File: config.mk
export PLATFORM = sky130hd
export DESIGN_NAME = ctl_regfile_i2c
export DESIGN_NICKNAME = d
export VERILOG_FILES = /design/src/rtl/cri_pkg.sv /design/src/rtl/cri_glitch_filt.sv /design/src/rtl/cri_bus_engine.sv /design/src/rtl/cri_reg_bank.sv /design/src/rtl/ctl_regfile_i2c.sv
export SDC_FILE = /design/constraint.sdc
export NUM_CORES = 1
export LEC_CHECK = 0
export BUFFER_PORTS_ARGS = -buffer_cell sky130_fd_sc_hd__buf_2
export CAP_MARGIN = 20
export CORE_AREA = 5 5 121 112
export DETAILED_ROUTE_END_ITERATION = 12
export DIE_AREA = 0 0 126 117
export PLACE_DENSITY = 0.58
export SYNTH_ARGS = -nofsm -noshare
export SYNTH_HDL_FRONTEND = slang
export SYNTH_SLANG_ARGS = --single-unit
File: constraint.sdc
create_clock -name clk -period 6.4 [get_ports clk]
set_input_delay 0.32 -clock clk [delete_from_list [all_inputs] [get_ports clk]]
set_output_delay 0.32 -clock clk [all_outputs]
set_load 0.02 [all_outputs]
File: src/rtl/cri_pkg.sv
package cri_pkg;
    typedef enum logic [2:0] {
        S_IDLE,
        S_ADDR,
        S_AACK,
        S_WBYTE,
        S_WACK,
        S_RBYTE,
        S_RACK
    } bus_st_e;
endpackage

File: src/rtl/cri_glitch_filt.sv
module cri_glitch_filt (
    input  logic clk,
    input  logic rst_n,
    input  logic raw_i,
    output logic filt_o
);
    typedef struct packed {
        logic [1:0] sync;
        logic [2:0] win;
    } filt_t;

    filt_t d, q;

    always_comb begin
        d      = q;
        d.sync = {q.sync[0], raw_i};
        d.win  = {q.win[1:0], q.sync[1]};
    end

    // majority of the last three synchronized samples
    assign filt_o = (q.win[0] & q.win[1]) | (q.win[0] & q.win[2]) | (q.win[1] & q.win[2]);

    always_ff @(posedge clk or negedge rst_n) begin
        if (!rst_n) q <= '1;
        else        q <= d;
    end
endmodule

File: src/rtl/cri_bus_engine.sv
module cri_bus_engine #(
    parameter int PW = 3
) (
    input  logic          clk,
    input  logic          rst_n,
    input  logic          en_i,
    input  logic          scl_f,
    input  logic          sda_f,
    input  logic [6:0]    dev_addr_i,
    input  logic [7:0]    rd_byte_i,
    output logic          sda_oe_o,
    output logic [PW-1:0] ptr_o,
    output logic          wr_en_o,
    output logic [7:0]    wr_data_o
);
    import cri_pkg::*;

    typedef struct packed {
        bus_st_e       st;
        logic [3:0]    cnt;
        logic [7:0]    sh;
        logic [PW-1:0] ptr;
        logic          first;
        logic          rw;
        logic          nack;
        logic          sda_oe;
        logic          scl_p;
        logic          sda_p;
    } eng_t;

    eng_t d, q;
    logic rise, fall, start, stop;

    assign rise  = scl_f & ~q.scl_p;
    assign fall  = ~scl_f & q.scl_p;
    assign start = scl_f & q.scl_p & ~sda_f & q.sda_p;
    assign stop  = scl_f & q.scl_p & sda_f & ~q.sda_p;

    always_comb begin
        d         = q;
        d.scl_p   = scl_f;
        d.sda_p   = sda_f;
        wr_en_o   = 1'b0;
        wr_data_o = q.sh;
        if (!en_i) begin
            d.st     = S_IDLE;
            d.sda_oe = 1'b0;
            d.cnt    = '0;
        end else if (start) begin
            d.st     = S_ADDR;
            d.cnt    = '0;
            d.sda_oe = 1'b0;
        end else if (stop) begin
            d.st     = S_IDLE;
            d.sda_oe = 1'b0;
        end else begin
            unique case (q.st)
                S_ADDR, S_WBYTE: begin
                    if (rise && q.cnt < 4'd8) begin
                        d.sh  = {q.sh[6:0], sda_f};
                        d.cnt = q.cnt + 4'd1;
                    end
                    if (fall && q.cnt == 4'd8) begin
                        d.cnt = '0;
                        if (q.st == S_ADDR) begin
                            if (q.sh[7:1] == dev_addr_i) begin
                                d.st     = S_AACK;
                                d.sda_oe = 1'b1;
                                d.rw     = q.sh[0];
                                d.first  = 1'b1;
                            end else begin
                                d.st = S_IDLE;
                            end
                        end else begin
                            d.st     = S_WACK;
                            d.sda_oe = 1'b1;
                            if (q.first) begin
                                d.ptr   = q.sh[PW-1:0];
                                d.first = 1'b0;
                            end else begin
                                wr_en_o = 1'b1;
                                d.ptr   = q.ptr + 1'b1;
                            end
                        end
                    end
                end
                S_AACK: begin
                    if (fall) begin
                        d.cnt = '0;
                        if (q.rw) begin
                            d.st     = S_RBYTE;
                            d.sh     = rd_byte_i;
                            d.sda_oe = ~rd_byte_i[7];
                        end else begin
                            d.st     = S_WBYTE;
                            d.sda_oe = 1'b0;
                        end
                    end
                end
                S_WACK: begin
                    if (fall) begin
                        d.st     = S_WBYTE;
                        d.sda_oe = 1'b0;
                    end
                end
                S_RBYTE: begin
                    if (rise) d.cnt = q.cnt + 4'd1;
                    if (fall) begin
                        if (q.cnt == 4'd8) begin
                            d.st     = S_RACK;
                            d.sda_oe = 1'b0;
                            d.ptr    = q.ptr + 1'b1;
                        end else begin
                            d.sh     = {q.sh[6:0], 1'b0};
                            d.sda_oe = ~q.sh[6];
                        end
                    end
                end
                S_RACK: begin
                    if (rise) d.nack = sda_f;
                    if (fall) begin
                        d.cnt = '0;
                        if (!q.nack) begin
                            d.st     = S_RBYTE;
                            d.sh     = rd_byte_i;
                            d.sda_oe = ~rd_byte_i[7];
                        end else begin
                            d.st = S_IDLE;
                        end
                    end
                end
                default: ;
            endcase
        end
    end

    assign sda_oe_o = q.sda_oe;
    assign ptr_o    = q.ptr;

    always_ff @(posedge clk or negedge rst_n) begin
        if (!rst_n) begin
            q       <= '0;
            q.st    <= S_IDLE;
            q.scl_p <= 1'b1;
            q.sda_p <= 1'b1;
        end else begin
            q <= d;
        end
    end
endmodule

File: src/rtl/cri_reg_bank.sv
module cri_reg_bank #(
    parameter int NREG      = 8,
    parameter int DW        = 8,
    parameter int NPORT     = 4,
    parameter int EQ_IDX    = 1,
    parameter int PORT_BASE = 2,
    parameter int HP_IDX    = 6,
    localparam int PW       = $clog2(NREG)
) (
    input  logic                 clk,
    input  logic                 rst_n,
    input  logic                 we_i,
    input  logic [PW-1:0]        waddr_i,
    input  logic [DW-1:0]        wdata_i,
    input  logic [PW-1:0]        raddr_i,
    input  logic [NPORT-1:0]     hp_i,
    output logic [DW-1:0]        rdata_o,
    output logic [NREG*DW-1:0]   view_o,
    output logic [NREG*DW-1:0]   store_o,
    output logic [2:0]           eq_o,
    output logic [3*NPORT-1:0]   emph_o
);
    typedef logic [NREG-1:0][DW-1:0] bank_t;

    function automatic logic [DW-1:0] rst_val(input int idx);
        return (idx == 0) ? {DW{1'b1}} : '0;
    endfunction

    function automatic logic [DW-1:0] wr_mask(input int idx);
        return (idx == HP_IDX) ? {1'b1, {(DW-1){1'b0}}} : {DW{1'b1}};
    endfunction

    bank_t store_d, store_q, view;

    always_comb begin
        store_d = store_q;
        for (int i = 0; i < NREG; i++) begin
            if (we_i && waddr_i == PW'(i)) store_d[i] = wdata_i & wr_mask(i);
        end
    end

    for (genvar g = 0; g < NREG; g++) begin : g_view
        if (g == HP_IDX) begin : g_live
            assign view[g] = store_q[g] | {{(DW-NPORT){1'b0}}, hp_i};
        end else begin : g_plain
            assign view[g] = store_q[g];
        end
    end

    for (genvar p = 0; p < NPORT; p++) begin : g_emph
        logic [2:0] code;
        assign code = store_q[PORT_BASE+p][6:4];
        assign emph_o[3*p +: 3] = code[2] ? 3'd4 : {1'b0, code[1:0]};
    end

    assign rdata_o = view[raddr_i];
    assign view_o  = view;
    assign store_o = store_q;
    assign eq_o    = store_q[EQ_IDX][4:2];

    always_ff @(posedge clk or negedge rst_n) begin
        if (!rst_n) begin
            for (int i = 0; i < NREG; i++) store_q[i] <= rst_val(i);
        end else begin
            store_q <= store_d;
        end
    end
endmodule

File: src/rtl/ctl_regfile_i2c.sv
module ctl_regfile_i2c #(
    parameter int         NREG       = 8,
    parameter int         DW         = 8,
    parameter int         NPORT      = 4,
    parameter logic [2:0] DEV_PREFIX = 3'b101,
    localparam int        PW         = $clog2(NREG)
) (
    input  logic                 clk,
    input  logic                 rst_n,
    input  logic                 mode_i2c_i,
    input  logic [3:0]           addr_strap_i,
    input  logic                 scl_i,
    input  logic                 sda_i,
    output logic                 sda_oe_o,
    input  logic [NPORT-1:0]     hp_sink_i,
    output logic [NREG*DW-1:0]   regs_o,
    output logic [2:0]           eq_step_o,
    output logic [3*NPORT-1:0]   emph_lvl_o
);
    logic [1:0]         raw, filt;
    logic               scl_f, sda_f;
    logic [PW-1:0]      ptr;
    logic               wr_en;
    logic [DW-1:0]      wr_data, rd_data;
    logic [NREG*DW-1:0] store_w;

    assign raw = {sda_i, scl_i};
    for (genvar g = 0; g < 2; g++) begin : g_line
        cri_glitch_filt u_filt (
            .clk    (clk),
            .rst_n  (rst_n),
            .raw_i  (raw[g]),
            .filt_o (filt[g])
        );
    end
    assign scl_f = filt[0];
    assign sda_f = filt[1];

    cri_bus_engine #(.PW(PW)) u_eng (
        .clk        (clk),
        .rst_n      (rst_n),
        .en_i       (mode_i2c_i),
        .scl_f      (scl_f),
        .sda_f      (sda_f),
        .dev_addr_i ({DEV_PREFIX, addr_strap_i}),
        .rd_byte_i  (rd_data),
        .sda_oe_o   (sda_oe_o),
        .ptr_o      (ptr),
        .wr_en_o    (wr_en),
        .wr_data_o  (wr_data)
    );

    cri_reg_bank #(.NREG(NREG), .DW(DW), .NPORT(NPORT)) u_bank (
        .clk     (clk),
        .rst_n   (rst_n),
        .we_i    (wr_en),
        .waddr_i (ptr),
        .wdata_i (wr_data),
        .raddr_i (ptr),
        .hp_i    (hp_sink_i),
        .rdata_o (rd_data),
        .view_o  (regs_o),
        .store_o (store_w),
        .eq_o    (eq_step_o),
        .emph_o  (emph_lvl_o)
    );
endmodule

## Yosys cells after proc, flatten, opt, wreduce, memory -nomap -nowiden

Index checks and enable logic that the tools add are counted.

- Add/subtract/negate cells: 2
- Magnitude comparators: 2
- Eq/ne operators: 41
- Mux-type cells: 60
- Bitwise operators: 26
- Reduce and logical (&&, ||, !) cells: 22

Operator list:

| cell | count |
|---|---|
| $pmux 12 s4 | 1 |
| $mux 3 | 14 |
| $ne 5x2->1 const B | 7 |
| $mux 8 | 4 |
| $mux 15 | 2 |
| $bmux 8 s3 | 1 |
| $mux 1 | 24 |
| $eq 3x3->1 const B | 7 |
| $mux 7 | 3 |
| $mux 18 | 1 |
| $reduce_and 8->1 | 2 |
| $pmux 3 s5 | 1 |
| $ne 2x1->1 const B | 7 |
| $reduce_and 7->1 | 2 |
| $and 1x1->1 | 13 |
| $eq 3x2->1 const B | 4 |
| $mux 12 | 1 |
| $ne 4x2->1 const B | 3 |
| $reduce_and 6->1 | 2 |
| $mux 11 | 1 |
| $reduce_and 11->1 | 1 |
| $logic_and 1x1->1 | 10 |
| $ne 2x2->1 const B | 4 |
| $ne 8x1->1 const B | 1 |
| other kinds (24) | 37 |

- Bits in registers: 91
- Input port bits: 13
- Output and inout bits: 80
- Logic and storage cells: 175

## Longest topological paths before layout

- Depth in word-level cells: 12
- Depth in mapped cells: 9
- Gate-level depth less buffers: 7

## Modules after synthesis

From an unflattened synthesis, not the netlist that was laid out.

- Cells, all modules: 458
- Area total of the unflattened synthesis: 5,350.1 sq um

Modules (own cells, without submodules):

| module | times used | cells an instance | area an instance (sq um) | sequential area each (sq um) |
|---|---|---|---|---|
| cri_reg_bank | 1 | 255 | 3,378.2 | 1,436.4 |
| cri_bus_engine | 1 | 189 | 1,679.1 | 603.1 |
| cri_glitch_filt | 2 | 6 | 142.6 | 131.4 |
| ctl_regfile_i2c | 1 | 2 | 7.5 | 0.0 |

## Worst setup path before layout

OpenSTA, ideal clock, no wires.

- Kind: reg-to-reg
- Start point: reg u_eng.q[17] (netlist bit)
- End point: reg u_eng.q (netlist bit u_eng.wr_data_o[0])
- Setup time: 0.125 ns
- Arrival time: 2.063 ns
- Required time: 6.275 ns
- Path slack: 4.212 ns
- Cell stages (with the launch flop): 9
- Path buffers: 1
- Clock period less this slack: 2.188 ns
- Cell sequence: dfrtp_1 -> inv_1 -> ha_1 -> and3b_1 -> clkbuf_1 -> o21ai_0 -> a22oi_1 -> nor4_4 -> mux2_2

- Word-level cells in the longest chain between the ends: 4
- Elaborated cells on any way between the ends: 6
- Classes of those cells: order compare: 1; eq/ne: 3; reduce/logical: 2

Ends and longest elaborated chain:

| item | RTL line | source |
|---|---|---|
| start: declaration | cri_bus_engine.sv:31 | `eng_t d, q;` |
| $lt 4x4->1 | cri_bus_engine.sv:59 | `if (rise && q.cnt < 4'd8) begin` |
| $logic_and 1x1->1 | cri_bus_engine.sv:59 |  |
| $ne 2x1->1 (no source line) | -- |  |
| $reduce_and 11->1 (no source line) * | -- |  |

Every way passes the cells marked *; elsewhere a longest branch is shown, timed or not.
A chain may end at the register's enable or synchronous reset.

## Final worst setup path

- Start point: reg u_eng.q[17] (netlist bit)
- End point: reg u_bank.store_q (netlist bit u_bank.store_o[5])

- Word-level cells in the longest chain between the ends: 8

Ends and longest elaborated chain:

| item | RTL line | source |
|---|---|---|
| $eq 4x4->1 | cri_bus_engine.sv:63 | `if (fall && q.cnt == 4'd8) begin` |
| $logic_and 1x1->1 | cri_bus_engine.sv:63 |  |
| $mux 1 | cri_bus_engine.sv:63 |  |
| $mux 1 | cri_bus_engine.sv:57 | `unique case (q.st)` |
| $mux 1 | cri_bus_engine.sv:53 | `end else if (stop) begin` |
| $mux 1 | cri_bus_engine.sv:49 | `end else if (start) begin` |
| $mux 1 | cri_bus_engine.sv:45 | `if (!en_i) begin` |
| $logic_and 1x1->1 | cri_reg_bank.sv:38 | `if (we_i && waddr_i == PW'(i)) store_d[i] = wdata_i & wr_mask(i);` |
| end signal: assignment | cri_reg_bank.sv:65 | `store_q <= store_d;` |
| end: declaration | cri_reg_bank.sv:33 | `bank_t store_d, store_q, view;` |

No other way between the ends.

==> impl_metrics.tcl <==
set metrics [dict create \
    num_antenna_cells 0 \
    area.sequential_um2 2300 \
    place_congestion 0.866 \
    cts_max_level 3 \
    synth_area_leader_cell "sky130_fd_sc_hd__dfrtp_1" \
    synth-xor-area-share_pct 1.11 \
    grt_antenna_before_repair 0 \
    skew_ns 0.00395 \
    timing.critical_path.from_type "register" \
    route.vias.total 3463 \
    crit_path_max_fanout 8 \
    p_total_uw 1190 \
    slew_viol_final 0 \
    fin_crit_ns 2.82 \
    yosys-top-cells-area "sky130_fd_sc_hd__dfrtp_1 37%, sky130_fd_sc_hd__mux2_2 15%, sky130_fd_sc_hd__dfstp_2 11%" \
    wl_per_cell_um 18.7 \
    globalRouteOverflowTotal 0 \
    synth-compound-area-share_pct 7.68 \
    placement.cell_area_um2 5200 \
    pin_slew_with_the_least_headroom_to_its_limit_ns 0.950 \
    die-area_um2 14700 \
    worst_ir_drop_vdd_v 0.000101 \
    tritoncts.num_buffers 9 \
    fmaxAchievable_mhz 354 \
    most_frequent_standard_cell_in_the_layout_excluding_fill_and_tap_cells "sky130_fd_sc_hd__buf_2" \
    post-place-ws_ns 3.37 \
    boundaryPins 93 \
    placementRows 39 \
    timing.slew.headroom_pct 36.7 \
    cts_tree "yes" \
    synth_top_family_by_area "multiplexers" \
    cp.arrival_ns 3.10 \
    ys_warn_count 0 \
    pwr_density_cell_nw_per_um2 217 \
    clk_transition_reported_paths_ns 0.06 \
    async_reset_ff_share_pct 100 \
    critPathCaptureType "register" \
    proportion_of_layout_cells_with_a_drive_suffix_above_1_pct 43.2 \
    final.period_utilization_pct 44.1 \
    buffers_added_on_ports 89 \
    synthFlopType "sky130_fd_sc_hd__dfrtp_1" \
    first_pass_grt_wire_length_um 19000 \
    mostFrequentLayoutCells "88 x sky130_fd_sc_hd__buf_2, 71 x sky130_fd_sc_hd__dfrtp_1, 64 x sky130_fd_sc_hd__mux2_2" \
    clk_path_buf_depth 2 \
    post_synth_instance_area_um2 4740 \
    horiz_die_dim_um 126 \
    critPathRequiredTime_ns 6.67 \
    synth_edf_count 0 \
    start_util_pct 38.5 \
    critical_path_class "register to register" \
    run_status "complete, no violations" \
    postRouteAntennaNets 0 \
    clock_root_cell "sky130_fd_sc_hd__clkbuf_16" \
    drt-pass1-iter-count 7 \
    nFillCells 1195 \
    synth_cell_type_count 51 \
    floorplan.core_area_um2 12300 \
    postSynthAreaPerCell_um2 11.6 \
    post-route-util_pct 44.6 \
    detail_route.drc_violations 0 \
    multi_input_comb_area_um2 2180 \
    post_drt_via_cell_ratio 5.37 \
    setup-tns-final_ns 0 \
    total_routing_usage_gr_pct 16.7 \
    unrepaired_setup_endpoints_after_global_routing "no" \
    maxCapViolations 0 \
    clk-insertion-delay-late_ns 0.35 \
    muxShareOfSynthArea_pct 23.0 \
    hold_path.class "primary input to register" \
    finish.instance_area_um2 5490 \
    via_count_of_the_first_global_routing_pass 3390 \
    synthCells 409 \
    finalHoldViolCount 0 \
    wirelength_um 12000 \
    die-height_um 117 \
    power.leakage_uw 0.00263 \
    synth_sequential_area_ratio_pct 48.6 \
    setup-violations-final 0 \
    cts.sink_count 91 \
    post-dp-hpwl_um 8430 \
    grt_max_degree 71 \
    post_synth_fa_ha_maj_area_fraction_pct 2.59 \
    yosys.area_share.simple_pct 11.4 \
    fin_nets 497 \
    ffs_latches_synth 91 \
    area_delta_synth_final_pct 15.8 \
    synth_top_area_share_pct 37.5 \
    drt_iter0_markers 219 \
    worst_slack_ns 3.58 \
]
## critical path, stage by stage, from the launching register on
cell and delay, ns:
sky130_fd_sc_hd__dfrtp_1 0.42, sky130_fd_sc_hd__inv_1 0.07, sky130_fd_sc_hd__ha_1 0.16, sky130_fd_sc_hd__nand3b_1 0.22
sky130_fd_sc_hd__nor4_1 0.31, sky130_fd_sc_hd__nor4b_1 0.39, sky130_fd_sc_hd__nor2b_1 0.76, sky130_fd_sc_hd__mux2_2 0.42
## what timing repair did
| item | in CTS | in global routing |
|---|---|---|
| setup buffers | 0 | 0 |
| hold buffers | 1 | 0 |
| endpoints found under the setup margin | 0 | 0 |
| endpoints found under the hold margin | 18 | 0 |
| gates resized for setup | 0 | 0 |
## logic make-up (layout without fill, tap and decap cells)
logic type | count (synthesis) | after routing
flip-flops | 91 | 91
other | 1 | 3
buffers and inverters | 52 | 122
adder cells (fa/ha/maj) | 10 | 10
multiplexers | 88 | 88
XOR/XNOR | 6 | 6
AO/OA/AOI/OAI | 57 | 57
AND/OR/NAND/NOR | 104 | 104
## cell type report
cell class	count	share of cell area, %
Multi-Input combinational cell	268	39.7
Clock buffer	12	4.49
Inverter	13	0.889
Tap cell	164	3.74
Sequential cell	91	41.9
Clock inverter	4	0.479
Timing Repair Buffer	93	8.75
## state kept, by name (all words and copies together) (netlist names)
| signal | cells |
|---|---|
| u_bank.eq_o | 3 |
| g_line.u_filt.d | 8 |
| u_bank.store_o | 54 |
| u_eng.ptr_o | 3 |
| u_eng.q | 12 |
| u_eng.wr_data_o | 8 |
| u_eng.sda_oe_o | 1 |
| g_line.u_filt.q | 2 |
## power breakdown
part | total [uW] | internal, uW | switching [uW]
Combinational | 65.6 | 26.5 | 39.1
Sequential | 627 | 592 | 34.6
Clock | 496 | 273 | 223
Total | 1190 | 892 | 296
## path summary, 6_finish.rpt
check / start / cells past startpoint / slack (ns) / endpoint
max in group asynchronous: rst_n / 3 / 4.81 / u_bank.store_o[21]$_DFFE_PN0P_
min: scl_i / 1 / 0.07 / g_line[0].u_filt.d[4]$_DFF_PN1_
min in group asynchronous: rst_n / 2 / 0.40 / u_bank.store_o[63]$_DFFE_PN0P_
max: u_eng.q[17]$_DFFE_PN0P_ / 7 / 3.58 / u_bank.store_o[5]$_DFFE_PN1P_
min reg2reg: g_line[1].u_filt.d[0]$_DFF_PN1_ / 0 / 0.36 / g_line[1].u_filt.d[1]$_DFF_PN1_
max reg2reg: u_eng.q[17]$_DFFE_PN0P_ / 7 / 3.58 / u_bank.store_o[5]$_DFFE_PN1P_
## synth_stat cells (12+ instances only)
| master | count |
|---|---|
| sky130_fd_sc_hd__o21ai_0 | 20 |
| sky130_fd_sc_hd__nor2b_1 | 15 |
| sky130_fd_sc_hd__clkbuf_1 | 15 |
| sky130_fd_sc_hd__dfrtp_1 | 71 |
| sky130_fd_sc_hd__mux2i_1 | 12 |
| sky130_fd_sc_hd__buf_4 | 17 |
| sky130_fd_sc_hd__nand3_1 | 14 |
| sky130_fd_sc_hd__nand2_1 | 31 |
| sky130_fd_sc_hd__mux2_2 | 64 |
| sky130_fd_sc_hd__inv_1 | 13 |
| sky130_fd_sc_hd__dfstp_2 | 20 |
| sky130_fd_sc_hd__nor2_1 | 17 |
## stage by stage
step                      hold slack (ns)  std cells
after floorplan                    0.0244        411
after global placement              0.233        627
after detailed placement            0.235        627
after CTS                          0.0546        644
after global routing               0.0586        645
final                              0.0704        645
## routing by layer
| layer | track usage, % | part of all wire [%] | vias to the layer above |
|---|---|---|---|
| li1 | - | - | 1580 |
| met1 | 24.6 | 48 | 1729 |
| met2 | 23.7 | 44 | 135 |
| met3 | 3.95 | 6.7 | 19 |
| met4 | 6.93 | 1.8 | 0 |
| met5 | 0 | 0 | - |
No activity file was read; power rests on OpenSTA's default activity.
